===== src/rtl/pss_pkg.sv =====
package pss_pkg;
  typedef enum logic [1:0] {
    PH_IDLE  = 2'd0,
    PH_LOW   = 2'd1,
    PH_SETUP = 2'd2,
    PH_HIGH  = 2'd3
  } phase_t;
endpackage


===== src/rtl/pss_cfg.sv =====
module pss_cfg #(
  parameter int PORT_W = 8
) (
  input  logic                clk,
  input  logic                rst_n,
  input  logic                cfg_we,
  input  logic [2*PORT_W:0]   cfg_word,
  input  logic [PORT_W-1:0]   port_oe,
  input  logic [PORT_W-1:0]   pin_chg,
  input  logic                busy,
  output logic [PORT_W-1:0]   clk_m,
  output logic [PORT_W-1:0]   dat_m,
  output logic                msb_first,
  output logic                cfg_ok,
  output logic                cfg_err
);
  logic [PORT_W-1:0] new_clk, new_dat;
  logic              new_msb, fits;

  assign new_clk = cfg_word[PORT_W-1:0];
  assign new_dat = cfg_word[2*PORT_W-1:PORT_W];
  assign new_msb = cfg_word[2*PORT_W];
  assign fits    = (|(new_clk & pin_chg)) && (|(new_dat & pin_chg)) &&
                   (|(new_clk & port_oe)) && (|(new_dat & port_oe));

  always_ff @(posedge clk or negedge rst_n) begin
    if (!rst_n) begin
      clk_m     <= '0;
      dat_m     <= '0;
      msb_first <= 1'b0;
      cfg_err   <= 1'b0;
    end else if (cfg_we && !busy) begin
      msb_first <= new_msb;
      if (fits) begin
        clk_m   <= new_clk;
        dat_m   <= new_dat;
        cfg_err <= 1'b0;
      end else begin
        clk_m   <= '0;
        dat_m   <= '0;
        cfg_err <= 1'b1;
      end
    end
  end

  assign cfg_ok = (|clk_m) && (|dat_m);


  rejected_masks_zero_chk: assert property (@(posedge clk) disable iff (!rst_n)
    cfg_err |-> (clk_m == '0 && dat_m == '0));


  busy_cfg_hold_chk: assert property (@(posedge clk) disable iff (!rst_n)
    (busy && cfg_we) |=> ($stable(clk_m) && $stable(dat_m) && $stable(cfg_err)));
endmodule


===== src/rtl/pss_timer.sv =====
module pss_timer #(
  parameter int CNT_W = 8
) (
  input  logic             clk,
  input  logic             rst_n,
  input  logic             load,
  input  logic [CNT_W-1:0] load_val,
  output logic             done
);
  logic [CNT_W-1:0] cnt_q;

  always_ff @(posedge clk or negedge rst_n) begin
    if (!rst_n)
      cnt_q <= '0;
    else if (load)
      cnt_q <= (load_val == '0) ? '0 : load_val - CNT_W'(1);
    else if (cnt_q != '0)
      cnt_q <= cnt_q - CNT_W'(1);
  end

  assign done = (cnt_q == '0);
endmodule


===== src/rtl/pss_seq.sv =====
module pss_seq
  import pss_pkg::*;
#(
  parameter int PORT_W = 8,
  parameter int CNT_W  = 8,
  parameter int BYTE_W = 8
) (
  input  logic              clk,
  input  logic              rst_n,
  input  logic [PORT_W-1:0] clk_m,
  input  logic [PORT_W-1:0] dat_m,
  input  logic              msb_first,
  input  logic              cfg_ok,
  input  logic [CNT_W-1:0]  lo_len,
  input  logic [CNT_W-1:0]  setup_len,
  input  logic [CNT_W-1:0]  hi_len,
  input  logic              port_we,
  input  logic [PORT_W-1:0] port_wdata,
  input  logic              in_valid,
  input  logic [BYTE_W-1:0] in_data,
  input  logic              tmr_done,
  output logic              tmr_load,
  output logic [CNT_W-1:0]  tmr_val,
  output logic              in_ready,
  output logic              busy,
  output logic [PORT_W-1:0] port_q,
  output logic              drop_err
);
  localparam int IDX_W = (BYTE_W > 1) ? $clog2(BYTE_W) : 1;
  localparam logic [IDX_W-1:0] LAST_IDX = IDX_W'(BYTE_W - 1);

  phase_t            ph_q;
  logic [BYTE_W-1:0] byte_q;
  logic [IDX_W-1:0]  idx_q;
  logic              accept, go, last_bit, cur_bit, step;
  logic [PORT_W-1:0] dat_val;

  assign in_ready = (ph_q == PH_IDLE);
  assign busy     = (ph_q != PH_IDLE);
  assign accept   = in_valid && in_ready;
  assign go       = accept && cfg_ok;
  assign step     = busy && tmr_done;
  assign last_bit = (idx_q == LAST_IDX);
  assign cur_bit  = msb_first ? byte_q[LAST_IDX - idx_q] : byte_q[idx_q];
  assign dat_val  = cur_bit ? dat_m : '0;

  always_comb begin
    tmr_load = 1'b0;
    tmr_val  = lo_len;
    if (go) begin
      tmr_load = 1'b1;
    end else if (step) begin
      unique case (ph_q)
        PH_LOW:   begin tmr_load = 1'b1; tmr_val = setup_len; end
        PH_SETUP: begin tmr_load = 1'b1; tmr_val = hi_len; end
        PH_HIGH:  tmr_load = !last_bit;
        default:  tmr_load = 1'b0;
      endcase
    end
  end

  always_ff @(posedge clk or negedge rst_n) begin
    if (!rst_n) begin
      ph_q     <= PH_IDLE;
      byte_q   <= '0;
      idx_q    <= '0;
      port_q   <= '0;
      drop_err <= 1'b0;
    end else if (go) begin
      ph_q   <= PH_LOW;
      byte_q <= in_data;
      idx_q  <= '0;
      port_q <= port_q & ~clk_m;
    end else if (accept) begin
      drop_err <= 1'b1;
    end else if (!busy) begin
      if (port_we) port_q <= port_wdata;
    end else if (step) begin
      unique case (ph_q)
        PH_LOW: begin
          ph_q   <= PH_SETUP;
          port_q <= (port_q & ~dat_m) | dat_val;
        end
        PH_SETUP: begin
          ph_q   <= PH_HIGH;
          port_q <= port_q | clk_m;
        end
        PH_HIGH: begin
          if (last_bit) begin
            ph_q <= PH_IDLE;
          end else begin
            ph_q   <= PH_LOW;
            idx_q  <= idx_q + IDX_W'(1);
            port_q <= port_q & ~clk_m;
          end
        end
        default: ph_q <= PH_IDLE;
      endcase
    end
  end


  outside_bits_hold_chk: assert property (@(posedge clk) disable iff (!rst_n)
    (busy && $past(busy)) |-> (((port_q ^ $past(port_q)) & ~(clk_m | dat_m)) == '0));


  data_stable_at_rise_chk: assert property (@(posedge clk) disable iff (!rst_n)
    (ph_q == PH_HIGH && $past(ph_q) == PH_SETUP) |->
      ((port_q & dat_m) == ($past(port_q) & dat_m)));


  accept_starts_busy_chk: assert property (@(posedge clk) disable iff (!rst_n)
    (in_valid && in_ready && cfg_ok) |=> (busy && !in_ready));


  drop_no_busy_chk: assert property (@(posedge clk) disable iff (!rst_n)
    (in_valid && in_ready && !cfg_ok) |=> (!busy && drop_err && $stable(port_q)));
endmodule


===== src/rtl/pin_serial_shifter.sv =====
module pin_serial_shifter #(
  parameter int PORT_W = 8,
  parameter int CNT_W  = 8,
  parameter int BYTE_W = 8
) (
  input  logic              clk,
  input  logic              rst_n,
  input  logic              cfg_we,
  input  logic [2*PORT_W:0] cfg_word,
  input  logic [PORT_W-1:0] port_oe,
  input  logic [PORT_W-1:0] pin_chg,
  input  logic [CNT_W-1:0]  lo_len,
  input  logic [CNT_W-1:0]  setup_len,
  input  logic [CNT_W-1:0]  hi_len,
  input  logic              port_we,
  input  logic [PORT_W-1:0] port_wdata,
  input  logic              in_valid,
  input  logic [BYTE_W-1:0] in_data,
  output logic              in_ready,
  output logic              busy,
  output logic [PORT_W-1:0] port_out,
  output logic              cfg_err,
  output logic              drop_err
);
  logic [PORT_W-1:0] clk_m, dat_m;
  logic              msb_first, cfg_ok;
  logic              tmr_load, tmr_done;
  logic [CNT_W-1:0]  tmr_val;

  pss_cfg #(.PORT_W(PORT_W)) u_cfg (
    .clk(clk), .rst_n(rst_n), .cfg_we(cfg_we), .cfg_word(cfg_word),
    .port_oe(port_oe), .pin_chg(pin_chg), .busy(busy),
    .clk_m(clk_m), .dat_m(dat_m), .msb_first(msb_first),
    .cfg_ok(cfg_ok), .cfg_err(cfg_err)
  );

  pss_timer #(.CNT_W(CNT_W)) u_timer (
    .clk(clk), .rst_n(rst_n), .load(tmr_load), .load_val(tmr_val),
    .done(tmr_done)
  );

  pss_seq #(.PORT_W(PORT_W), .CNT_W(CNT_W), .BYTE_W(BYTE_W)) u_seq (
    .clk(clk), .rst_n(rst_n), .clk_m(clk_m), .dat_m(dat_m),
    .msb_first(msb_first), .cfg_ok(cfg_ok), .lo_len(lo_len),
    .setup_len(setup_len), .hi_len(hi_len), .port_we(port_we),
    .port_wdata(port_wdata), .in_valid(in_valid), .in_data(in_data),
    .tmr_done(tmr_done), .tmr_load(tmr_load), .tmr_val(tmr_val),
    .in_ready(in_ready), .busy(busy), .port_q(port_out),
    .drop_err(drop_err)
  );
endmodule


===== config.mk =====
export PLATFORM = sky130hd
export DESIGN_NAME = pin_serial_shifter
export DESIGN_NICKNAME = d
export VERILOG_FILES = /design/src/rtl/pss_pkg.sv /design/src/rtl/pss_cfg.sv /design/src/rtl/pss_timer.sv /design/src/rtl/pss_seq.sv /design/src/rtl/pin_serial_shifter.sv
export SDC_FILE = /design/constraint.sdc
export NUM_CORES = 1
export LEC_CHECK = 0
export BUFFER_PORTS_ARGS = -buffer_cell sky130_fd_sc_hd__buf_2
export CAP_MARGIN = 20
export CORE_UTILIZATION = 58
export DETAILED_ROUTE_END_ITERATION = 10
export PLACE_DENSITY = 0.95
export RECOVER_POWER = 25
export SLEW_MARGIN = 20
export SYNTH_ARGS = -nofsm -noshare
export SYNTH_HDL_FRONTEND = slang
export SYNTH_HIERARCHICAL = 1
export SYNTH_SLANG_ARGS = --single-unit

===== constraint.sdc =====
create_clock -name clk -period 4.5 [get_ports clk]
set_clock_uncertainty 0.15 [all_clocks]
set_input_delay 0.45 -clock clk [delete_from_list [all_inputs] [get_ports clk]]
set_output_delay 0.45 -clock clk [all_outputs]
set_load 0.05 [all_outputs]

# Word-level counts from Yosys, hierarchy flattened
# Index checks and enable logic that the tools add are counted.
[op_classes]
n_addsub = 4
n_lt_le_gt_ge = 2
eq_ne = 9
muxes = 37
bitwise_logic = 11
reduce_logical = 31
[op_table]
columns = ["op", "count"]
rows = [
  ["$mux 8", 14],
  ["$and 8x8->8", 6],
  ["$reduce_or 8->1", 6],
  ["$pmux 8 s3", 1],
  ["$mux 3", 6],
  ["$logic_not 8->1", 2],
  ["$not 8->8", 2],
  ["$or 8x8->8", 2],
  ["$pmux 8 s2", 1],
  ["$sub 8x1->8 const B", 2],
  ["$reduce_and 5->1", 2],
  ["$reduce_bool 2->1", 5],
  ["$logic_and 1x1->1", 8],
  ["$lt 3x4->1 const B", 2],
  ["$mux 2", 4],
  ["$reduce_bool 8->1", 1],
  ["$mux 1", 7],
  ["$bmux 1 s3", 2],
  ["$pmux 2 s3", 1],
  ["$ne 5x5->1 const B", 1],
  ["$eq 2x2->1 const B", 2],
  ["$ne 4x4->1 const B", 1],
  ["$add 3x1->3 const B", 1],
  ["$eq 3x3->1 const B", 1],
  ["other kinds (13)", 14],
]
[totals]
register_bits = 48
input_bits = 78
output_inout_bits = 12
elab_cells = 104

# Logic depth before layout (Yosys ltp)
# Gate-level depths: netlist of run 1.
[logic_depth]
word_depth = 11
depth_mapped = 16
mapped_depth_nobuf = 14

# Modules after synthesis
# The synthesis of run 1 kept the hierarchy.
[by_module_without_submodules]
columns = ["module", "instances", "cells_each", "area_per_inst_um2", "seq_area_each_um2"]
rows = [
  ["pss_seq", 1, 220, 1846.8, 550.5],
  ["pss_cfg", 1, 72, 889.6, 450.4],
  ["pss_timer", 1, 71, 638.1, 200.2],
]

# Worst setup path after synthesis of run 1
# Ideal clock, no wire load.
[synth_path]
kind = "register to register"
from = "reg u_timer.cnt_q[4]"
to = "reg u_timer.cnt_q[4]"
setup_time_ps = 122
arrival_ps = 2782
required_time_ps = 4228
path_slack_ps = 1446
path_stages_with_launch = 14
n_path_buf = 2
synth_period_minus_slack_ps = 3054
cell_sequence = "dfrtp_1 -> nor4_4 -> nand3_2 -> inv_1 -> nor2b_1 -> buf_2 -> nand2_1 -> clkbuf_1 -> nand2_1 -> o21ai_1 -> nor4_2 -> a41o_1 -> a2bb2oi_1 -> a21oi_1"
[synth_between]
elab_chain_len = 7
word_cells_on_any_way = 14
cone_classes = "add/sub: 2; mux: 7; reduce/logical: 5"
[synth_lines]
columns = ["item", "line", "rtl"]
rows = [
  ["start: declaration", "pss_timer.sv:10", "logic [CNT_W-1:0] cnt_q;"],
  ["start signal: assignment", "pss_timer.sv:16", "cnt_q <= (load_val == '0) ? '0 : load_val - CNT_W'(1);"],
  ["start signal: assignment", "pss_timer.sv:18", "cnt_q <= cnt_q - CNT_W'(1);"],
  ["$logic_not 8->1", "pss_timer.sv:21", "assign done = (cnt_q == '0);"],
  ["net tmr_done", "pin_serial_shifter.sv:27", "logic tmr_load, tmr_done;"],
  ["$logic_and 1x1->1", "pss_seq.sv:42", "assign step = busy && tmr_done;"],
  ["$mux 8", "pss_seq.sv:52", "end else if (step) begin"],
  ["$mux 8", "pss_seq.sv:50", "if (go) begin"],
  ["net tmr_val[5]", "pin_serial_shifter.sv:28", "logic [CNT_W-1:0] tmr_val;"],
  ["$logic_not 8->1", "pss_timer.sv:16", ""],
  ["$mux 8", "pss_timer.sv:16", ""],
  ["$mux 8", "pss_timer.sv:15", "else if (load)"],
]
# The timed path passes the listed nets, and every way through them passes these cells. The select of a mux whose other input is x is not followed.
# A chain may end at the register's enable or synchronous reset.

# Worst setup path in the final report of run 1
[layout_path]
from = "reg u_timer.cnt_q[4]"
to = "reg u_timer.cnt_q[4]"
[layout_between]
elab_chain_len = 7
word_cells_on_any_way = 14
cone_classes = "add/sub: 2; mux: 7; reduce/logical: 5"
[layout_lines]
columns = ["item", "line"]
rows = [
  ["$logic_not 8->1 (*)", "pss_timer.sv:21"],
  ["net tmr_done", "pin_serial_shifter.sv:27"],
  ["$logic_and 1x1->1 (*)", "pss_seq.sv:42"],
  ["$mux 8 (*)", "pss_seq.sv:52"],
  ["$mux 8 (*)", "pss_seq.sv:50"],
  ["net tmr_val[4]", "pin_serial_shifter.sv:28"],
  ["$sub 8x1->8 / $logic_not 8->1 (equally long branches)", "pss_timer.sv:16"],
  ["$mux 8 (*)", "pss_timer.sv:16"],
  ["$mux 8 (*)", "pss_timer.sv:15"],
]
# Mark *: on every way through the listed nets, which the timed path passes. The rest lies on a longest branch. The select of a mux whose other input is x is not followed.

==> results.txt, run 1 <==
----------------------------------------------------
[Outcome]
  Run status ... finished, violations left
  Violated checks ... capacitance limit, slew limit

[Die]
  Number of placement rows ... 27
  Height of the chip ... roughly 78 microns
  Die ar. ... 6130 sq um
  Effective utilization at floorplan ... around three fifths
  Core area ... 5540 sq um
  Number of I/O pins ... 90
  Horizontal die dimension ... around 80 microns

[Yosys]
  Flops & latches, synth ... 48
  Count of synthesis-stage warnings from yosys ... 6
  Async S/R FF share, synth ... 100%
  Cell area after synthesis ... about 3400 sq um
  Net count after synthesis ... 451
  Register area share after synthesis ... between 30% and 40%
  Post-synth EDFFs ... 0
  Synth Area per Inst ... 9.30 sq um
  Main synth FF type ... sky130_fd_sc_hd__dfrtp_1
  Distinct cell type count after synthesis ... 60
  Number of standard cells after synthesis ... roughly 360

[STA]
  Transition at the pin with the smallest max-transition slack ... roughly 2.5 ns
  Post-route minimum period ... 3.69 ns
  Number of hold violations in the final report ... 0
  RSZ-0062 raised after global routing ... false
  Number of failing setup endpoints in the final timing report ... 0
  Slew headroom ... -64.6%
  Max-slew violation count ... about 50
  F_max ... 0.271 GHz
  Worst setup slack after layout ... ~0.8 ns
  Aggregate negative setup slack ... 0 ns
  Post-route fraction of the period consumed by the critical path ... 82.1%

[Cells and area]
  Fin cells ... between 500 and 600
  Ant. Diodes ... 0
  Number of fill cells ... about 430
  Fraction of final layout cells with drive strength greater than 1 ... 29.5%
  Area growth from synthesis to layout ... 15.8%
  Final layout net count ... ~530

[Placed design]
  GPL Wtd Cong ... roughly 0.86
  Inst Count DP ... between 500 and 600
  IO buf count ... 89
  Dpl hpwl ... roughly 6300 microns
  Minimum setup slack after placement ... between 0.8 and 0.9 ns

[Global route]
  Met3 track demand over resource ... under 10%
  Gr busiest metal ... met2
  Overall global routing resource usage ... 29.3%
  Largest net degree at the start of global routing ... roughly 50
  Gr ovfl total ... 0
  Antenna violations before repair ... 0
  Number of global-route vias before repair ... roughly 3.2k
  Wire length of the first global-routing pass ... between 10000 and 15000 microns
  GR Layer Usage met2 ... between 50 and 60%
  Global-route track usage on met1 ... 34.8%

[Pwr]
  Static leakage power ... ~1.9 nW
  Worst voltage drop across the vdd grid ... ~0.00024 V
  Areal power density over the cells ... 581 nW/um^2

[Worst setup path]
  Critical-path top delay cell ... sky130_fd_sc_hd__nor4_2
  Cell with the most instances on the worst path ... sky130_fd_sc_hd__nand2_1
  Endpoint arrival time on the critical path ... 3.74 ns
  Crit Path Max Fanout ... 16
  Worst-path cell chain ... nor4_4 > nand3_2 > inv_1 > nor2b_1 > nand2_1 > nand2_1 > o21ai_1 > nor4_2 > a41o_1 > a2bb2oi_1 > a21oi_1
  Required time worst endpoint ... approximately 4.5 ns
  Slowest stage delay, CP ... roughly 0.45 ns
  Startpoint type of the worst setup path ... register
  Critical Path Sink Type ... register
  Critical Setup Path Class ... reg2reg

[Route]
  Final routed wirelength across all metal layers ... 8490 microns
  Via density ... about 6.4
  Number of DRC violations after detailed routing ... 0
  Number of DRC markers in iteration 0 ... roughly 250
  Number of optimization iterations in the first detailed-route pass ... 7
  Overall via count from detail_route ... 3262
  Routed Antenna Nets ... 0
  Routed wirelength normalized by instance count ... 16.6 microns

[Clocking]
  Clock tree from TritonCTS ... done
  Worst-Skew Late Latency ... just over 0.3 ns
  Number of hold-repair buffers added at the cts stage ... 0
  Clock root cell ... sky130_fd_sc_hd__clkbuf_8
  CTS Buffer Depth ... 2
  H-tree depth ... 2
  Number of setup buffers added after CTS ... 0
  Clock tree sinks ... 48
  Clock-pin slew of the registers on the worst-case setup and hold paths ... 0.09 ns
  Post-CTS sizing ... 0
  Total CTS buffers ... 5

[Flow run]
  Max-cap violations ... 1

[Worst hold path]
  Class of the worst hold path ... in2reg

----------------------------------------------------
## cell usage in the layout (no fill, tap or decap), types with 6 or more instances in the layout
cell type / count
sky130_fd_sc_hd__inv_1: 11
sky130_fd_sc_hd__o22a_1: 6
sky130_fd_sc_hd__ha_1: 10
sky130_fd_sc_hd__nor2b_1: 12
sky130_fd_sc_hd__mux2i_1: 11
sky130_fd_sc_hd__a22o_2: 16
sky130_fd_sc_hd__o41a_1: 6
sky130_fd_sc_hd__a22oi_1: 24
sky130_fd_sc_hd__nor3_1: 11
sky130_fd_sc_hd__o22ai_1: 10
sky130_fd_sc_hd__a21oi_1: 19
sky130_fd_sc_hd__dfrtp_1: 48
sky130_fd_sc_hd__a41oi_1: 7
sky130_fd_sc_hd__buf_2: 88
sky130_fd_sc_hd__o21ai_1: 10
sky130_fd_sc_hd__o31ai_1: 7
sky130_fd_sc_hd__clkbuf_8: 6
sky130_fd_sc_hd__xnor2_1: 7
sky130_fd_sc_hd__nor2_1: 26
sky130_fd_sc_hd__nand2_1: 46
## power breakdown
part | leakage (nW) | switching, W | internal, W
Sequential | 0.611 | 0.000208 | 0.000597
Clock | 0.0614 | 0.000150 | 0.000182
Combinational | 1.20 | 0.000636 | 0.000495
## synthesized netlist by cell type, types with 2 or more instances
| library cell | instances | area [sq um] |
|---|---|---|
| sky130_fd_sc_hd__nor3_1 | 11 | 55.1 |
| sky130_fd_sc_hd__nand2_1 | 46 | 173 |
| sky130_fd_sc_hd__a41oi_1 | 7 | 61.3 |
| sky130_fd_sc_hd__buf_6 | 4 | 45.0 |
| sky130_fd_sc_hd__a22o_2 | 16 | 160 |
| sky130_fd_sc_hd__a2bb2oi_1 | 2 | 17.5 |
| sky130_fd_sc_hd__a21oi_1 | 19 | 95.1 |
| sky130_fd_sc_hd__o22ai_1 | 10 | 62.6 |
| sky130_fd_sc_hd__nor2b_1 | 12 | 75.1 |
| sky130_fd_sc_hd__inv_1 | 11 | 41.3 |
| sky130_fd_sc_hd__o41ai_2 | 2 | 32.5 |
| sky130_fd_sc_hd__a31oi_1 | 2 | 12.5 |
| sky130_fd_sc_hd__buf_2 | 5 | 25.0 |
| sky130_fd_sc_hd__a221oi_2 | 2 | 30.0 |
| sky130_fd_sc_hd__mux4_2 | 2 | 45.0 |
| sky130_fd_sc_hd__or3_1 | 3 | 18.8 |
| sky130_fd_sc_hd__dfrtp_1 | 48 | 1200 |
| sky130_fd_sc_hd__o21ai_1 | 10 | 50.1 |
| sky130_fd_sc_hd__a22oi_1 | 24 | 180 |
| sky130_fd_sc_hd__or4_1 | 3 | 22.5 |
| sky130_fd_sc_hd__and4b_1 | 3 | 30.0 |
| sky130_fd_sc_hd__o41a_1 | 6 | 67.6 |
| sky130_fd_sc_hd__nor3b_1 | 3 | 22.5 |
| sky130_fd_sc_hd__a211oi_1 | 2 | 15.0 |
| sky130_fd_sc_hd__clkbuf_1 | 10 | 37.5 |
| sky130_fd_sc_hd__nor4_1 | 2 | 12.5 |
| sky130_fd_sc_hd__o31ai_1 | 7 | 52.6 |
| sky130_fd_sc_hd__and2_1 | 2 | 12.5 |
| sky130_fd_sc_hd__ha_1 | 10 | 125 |
| sky130_fd_sc_hd__o22a_1 | 6 | 52.6 |
| sky130_fd_sc_hd__nor2_1 | 26 | 97.6 |
| sky130_fd_sc_hd__xnor2_1 | 7 | 61.3 |
| sky130_fd_sc_hd__mux2i_1 | 11 | 110 |
| sky130_fd_sc_hd__nand4_1 | 3 | 18.8 |
## cell type report
cell class | instances | area (sq um) | share of cell area [%]
clock buffers | 6 | 82.6 | 2.11
clock inverters | 2 | 38.8 | 0.993
inverters | 12 | 45.0 | 1.15
multi-input cells | 282 | 2000 | 51.1
flip-flops and latches | 48 | 1200 | 30.7
well taps | 72 | 90.1 | 2.31
repair buffers | 90 | 452 | 11.6
## metal layers
layer	wire, microns	vias up
li1	-	1537
met3	472	34
met2	4200	145
met5	0	-
met4	335	0
met1	3480	1546
## through the flow
stage / hold WS [ns] / power (W) / utilization [%] / cell area (sq um)
finish: 0.175 / 0.00227 / 70.5 / 3910
global route: 0.194 / 0.00242 / 70.5 / 3910
CTS: 0.175 / 0.00225 / 70.5 / 3910
detailed placement: 0.311 / 0.00191 / 68.3 / 3790
global placement: 0.311 / 0.00185 / 68.3 / 3790
floorplan: 0.00441 / 0.00166 / - / 3370
## cells by family after synthesis
kind of cell / Yosys count / synth area share [%]
xor+xnor: 8 / 2.08
buf+inv: 33 / 5.23
simple gates: 127 / 19.7
flops: 48 / 35.6
fa+ha+maj: 10 / 3.71
mux: 13 / 4.60
compound gates: 124 / 29.1
## critical path: cells and delay by family, from the launching register on
kind	cells	cell delay, ns
buffers and inverters	1	0.15
AOI/OAI and AO/OA	4	0.78
and+or+nand+nor	6	2.06
DFF	1	0.44
## path summary, 6_finish.rpt
kind	depth (start not counted)	endpoint	from	slack, ns
max	11	u_timer/cnt_q[4]$_DFFE_PN0P_	u_timer/cnt_q[4]$_DFFE_PN0P_	0.81
min	3	u_seq/byte_q[0]$_DFFE_PN0P_	in_data[0]	0.17
max reg2reg	11	u_timer/cnt_q[4]$_DFFE_PN0P_	u_timer/cnt_q[4]$_DFFE_PN0P_	0.81
min reg2reg	1	u_seq/drop_err$_DFFE_PN0N_	u_seq/drop_err$_DFFE_PN0N_	0.33
max in group asynchronous	1	u_timer/cnt_q[4]$_DFFE_PN0P_	rst_n	2.06
min in group asynchronous	1	u_cfg/cfg_err$_DFFE_PN0P_	rst_n	0.75
Note: power is estimated with default switching activity, not from simulation.
==> inputs of run 2 (changes only) <==
Settings changed: ABC_AREA set to 1, CORE_UTILIZATION 58 to 54, PLACE_DENSITY 0.95 to 0.92.
Clock period 4.5 ns to 3.4 ns, I/O delays scaled along.
==> run 2 against run 1 <==
  * The run now ends clean
  * Final cell count grew 39%
  * Worst setup slack lost 0.42 ns
  * Count of clock-buffer cells in the layout rose by 1
  * Via count increased by 17%
  * Synthesized area rose by 5.4%
  * Global-route usage is 2.7 points lower
  * Sequential share of layout area shrank 1.9 points
  * Power is 40% higher
  * Worst hold slack got worse by 0.076 ns
  * Routed wire length is 4.8% higher
  * Critical path depth is 6 higher
  * Critical path type unchanged
  * Critical endpoint is now u_timer/cnt_q[1]$_DFFE_PN0P_
==> results.txt, run 2 <==
----------------------------------------------------
[Route]
  Overall via count from detail_route ... roughly 3.8k
  Routed wirelength normalized by instance count ... between 10 and 15 microns
  Number of DRC violations after detailed routing ... 0
  Number of optimization iterations in the first detailed-route pass ... 6
  Routed Antenna Nets ... 0
  Final routed wirelength across all metal layers ... 8900 microns
  Via density ... 5.35
  Number of DRC markers in iteration 0 ... around 230

[Global route]
  Number of global-route vias before repair ... about 3.6k
  Antenna violations before repair ... 0
  Wire length of the first global-routing pass ... ~15000 microns
  Largest net degree at the start of global routing ... 49
  Overall global routing resource usage ... a little over a quarter
  Gr ovfl total ... 0

[Pwr]
  Worst voltage drop across the vdd grid ... 0.000410 V
  Share of total power in sequential cells ... 34.8%
  Static leakage power ... around 2.4 nW
  Net switching power figure ... 0.00153 W
  Areal power density over the cells ... approximately 760 nW/um^2
  Cell internal pwr ... ~0.0016 W
  Final Total Pwr ... approximately 0.0032 W
  Clock group share of total power ... 14.0%
  Switching share of power ... approximately half
  Power share of the combinational group ... 51.2%

[Worst setup path]
  Setup slack, reg-to-reg ... around 0.39 ns
  Crit Path Max Fanout ... 19
  Cell with the most instances on the worst path ... sky130_fd_sc_hd__nand2_1
  Required time worst endpoint ... approximately 3.4 ns
  Startpoint type of the worst setup path ... register
  Critical R2R Launch ... u_seq/ph_q[0]$_DFFE_PN0P_
  Endpoint arrival time on the critical path ... around 3.1 ns
  Critical Path Sink Type ... register
  Reg2Reg Depth ... 17
  Slowest stage delay, CP ... 0.43 ns
  Critical-path top delay cell ... sky130_fd_sc_hd__dfrtp_1
  Reg-to-reg critical path endpoint ... u_timer/cnt_q[1]$_DFFE_PN0P_
  Worst-path cell chain ... inv_1 > ha_1 > inv_2 > nand2_1 > inv_1 > nand2_2 > a221oi_1 > a21oi_1 > inv_1 > ha_1 > nand3_1 > nor2_2 > nor2_4 > nand2_1 > nand2_1 > nand2_1 > nand2_1
  Critical Setup Path Class ... reg2reg

[Yosys]
  Number of standard cells after synthesis ... between 500 and 600
  Synth Area per Inst ... ~6.5 sq um
  Net count after synthesis ... roughly 640
  Cell area after synthesis ... approximately 3600 sq um
  Top area cells in the synthesized netlist ... sky130_fd_sc_hd__dfrtp_1, sky130_fd_sc_hd__nand2_1, sky130_fd_sc_hd__inv_1
  Register area share after synthesis ... 33.8%
  Dominant cell by count in the synthesized netlist ... sky130_fd_sc_hd__nand2_1
  Distinct cell type count after synthesis ... 34
  Top cells by count, synth ... sky130_fd_sc_hd__nand2_1, sky130_fd_sc_hd__inv_1, sky130_fd_sc_hd__nor2_1
  Count of synthesis-stage warnings from yosys ... 6
  Main synth FF type ... sky130_fd_sc_hd__dfrtp_1
  Yosys top cell by area ... sky130_fd_sc_hd__dfrtp_1
  Top cell type's share of synthesized area ... about 34%
  Post-synth EDFFs ... 0
  Async S/R FF share, synth ... 100%
  Flops & latches, synth ... 48

[Worst hold path]
  Class of the worst hold path ... in2reg
  Start point of the worst min-delay path ... in_data[4]
  Destination of the worst hold path ... u_seq/byte_q[4]$_DFFE_PN0P_
  Hold Crit Depth ... 3

[Cells and area]
  Area growth from synthesis to layout ... 17.2%
  Final layout net count ... a little over 700
  Leading cell type in the layout, fill and taps excluded ... sky130_fd_sc_hd__nand2_1
  Number of fill cells ... ~550
  Fraction of final layout cells with drive strength greater than 1 ... about a fifth
  Highest-count cells in the layout ignoring fill and taps ... sky130_fd_sc_hd__nand2_1, sky130_fd_sc_hd__buf_2, sky130_fd_sc_hd__inv_1, sky130_fd_sc_hd__nor2_1, sky130_fd_sc_hd__dfrtp_1
  Layout Utilization ... 65.7%
  Ant. Diodes ... 0

[STA]
  Post-route fraction of the period consumed by the critical path ... between 80% and 90%
  Number of hold violations in the final report ... 0
  Transition at the pin with the smallest max-transition slack ... between 1 and 1.5 ns
  Aggregate negative setup slack ... 0 ns
  Number of failing setup endpoints in the final timing report ... 0
  RSZ-0062 raised after global routing ... false
  Slew headroom ... 21.9%
  Worst Hold Margin ... 0.0988 ns
  Post-route minimum period ... about 3.0 ns
  Max-slew violation count ... 0
  F_max ... about 0.33 GHz

[Die]
  Number of I/O pins ... 90
  Core area ... between 6000 and 7000 sq um
  Effective utilization at floorplan ... about 56%
  Number of placement rows ... 29
  Die ar. ... 6920 sq um
  Horizontal die dimension ... 83.2 microns
  Height of the chip ... between 80 and 90 microns

[Clocking]
  Clock tree sinks ... 48
  Number of setup buffers added after CTS ... 0
  Clock tree from TritonCTS ... done
  Post-CTS sizing ... 0
  Number of hold-repair buffers added at the cts stage ... 0
  Clock root cell ... sky130_fd_sc_hd__clkbuf_8
  Total CTS buffers ... 5
  Clock-pin slew of the registers on the worst-case setup and hold paths ... ~0.090 ns
  Worst-Skew Late Latency ... between 0.2 and 0.3 ns
  CTS Buffer Depth ... 2
  H-tree depth ... 2

[Outcome]
  Run status ... completed

[Placed design]
  Dpl hpwl ... 6820 microns
  IO buf count ... 89
  GPL Wtd Cong ... approximately 0.89

[Flow run]
  Max-cap violations ... 0

----------------------------------------------------
==> run 2: layout make-up <==
class | instances | area [sq um] | share of cell area (%)
clock buffers | 7 | 96.3 | 2.31
clock inverters | 1 | 30.0 | 0.720
inverters | 72 | 294 | 7.05
multi-input cells | 416 | 1990 | 47.7
flip-flops and latches | 48 | 1200 | 28.8
well taps | 77 | 96.3 | 2.31
repair buffers | 91 | 463 | 11.1
==> run 2: critical path, delay by kind of cell (launching register included) <==
kind            cells  cell delay [ns]
flops               1             0.43
buf+inv             4             0.64
fa+ha+maj           2             0.45
compound gates      2             0.36
simple gates        9             0.85
==> run 2: how the worst max path moves through the flow <==
stage | start | end | slack [ns] | cells after the start
6_report | u_seq/ph_q[0]$_DFFE_PN0P_ | u_timer/cnt_q[1]$_DFFE_PN0P_ | 0.39 | 17
5_1_grt | u_timer/cnt_q[0]$_DFFE_PN0P_ | u_timer/cnt_q[0]$_DFFE_PN0P_ | 0.07 | 20
4_1_cts | u_timer/cnt_q[0]$_DFFE_PN0P_ | u_timer/cnt_q[0]$_DFFE_PN0P_ | 0.46 | 20
3_5_place_dp | u_timer/cnt_q[0]$_DFFE_PN0P_ | u_timer/cnt_q[0]$_DFFE_PN0P_ | 0.49 | 20
3_3_place_gp | u_timer/cnt_q[0]$_DFFE_PN0P_ | u_timer/cnt_q[0]$_DFFE_PN0P_ | 0.62 | 20
2_1_floorplan | u_seq/ph_q[0]$_DFFE_PN0P_ | u_cfg/dat_m[0]$_DFFE_PN0P_ | 0.63 | 10
==> run 2: power by group through the flow <==
| stage | combinational (W) | clock [W] | sequential (W) |
|---|---|---|---|
| 2_1_floorplan | 0.00107 | 0 | 0.00123 |
| 3_3_place_gp | 0.00154 | 0 | 0.00109 |
| 3_5_place_dp | 0.00160 | 0 | 0.00111 |
| 4_1_cts | 0.00161 | 0.000451 | 0.00110 |
| 5_1_grt | 0.00181 | 0.000477 | 0.00114 |
| 6_report | 0.00162 | 0.000443 | 0.00110 |
==> run 2: through the flow <==
| stage | cell area, sq um | setup WS (ns) | std cells |
|---|---|---|---|
| global placement | 4030 | 0.619 | 703 |
| CTS | 4160 | 0.459 | 711 |
| finish | 4170 | 0.388 | 712 |
| detailed placement | 4030 | 0.493 | 703 |
| global route | 4170 | 0.0697 | 712 |
| floorplan | 3560 | 0.632 | 549 |
==> run 2: per-layer routing <==
| layer | vias to the layer above | routed length, microns | track usage (%) |
|---|---|---|---|
| met4 | 0 | 187 | 9.40 |
| met5 | - | 0 | 0 |
| met1 | 1733 | 3630 | 29.3 |
| met2 | 144 | 4610 | 50.1 |
| li1 | 1909 | - | - |
| met3 | 24 | 482 | 5.27 |
==> run 2: kinds of logic (layout without fill, tap and decap cells) <==
group,count (synthesis),after routing,synth area share (%)
compound gates,80,80,12.7
buf+inv,85,171,10.3
simple gates,324,324,39.2
xor+xnor,2,2,0.493
fa+ha+maj,10,10,3.52
flops,48,48,33.8
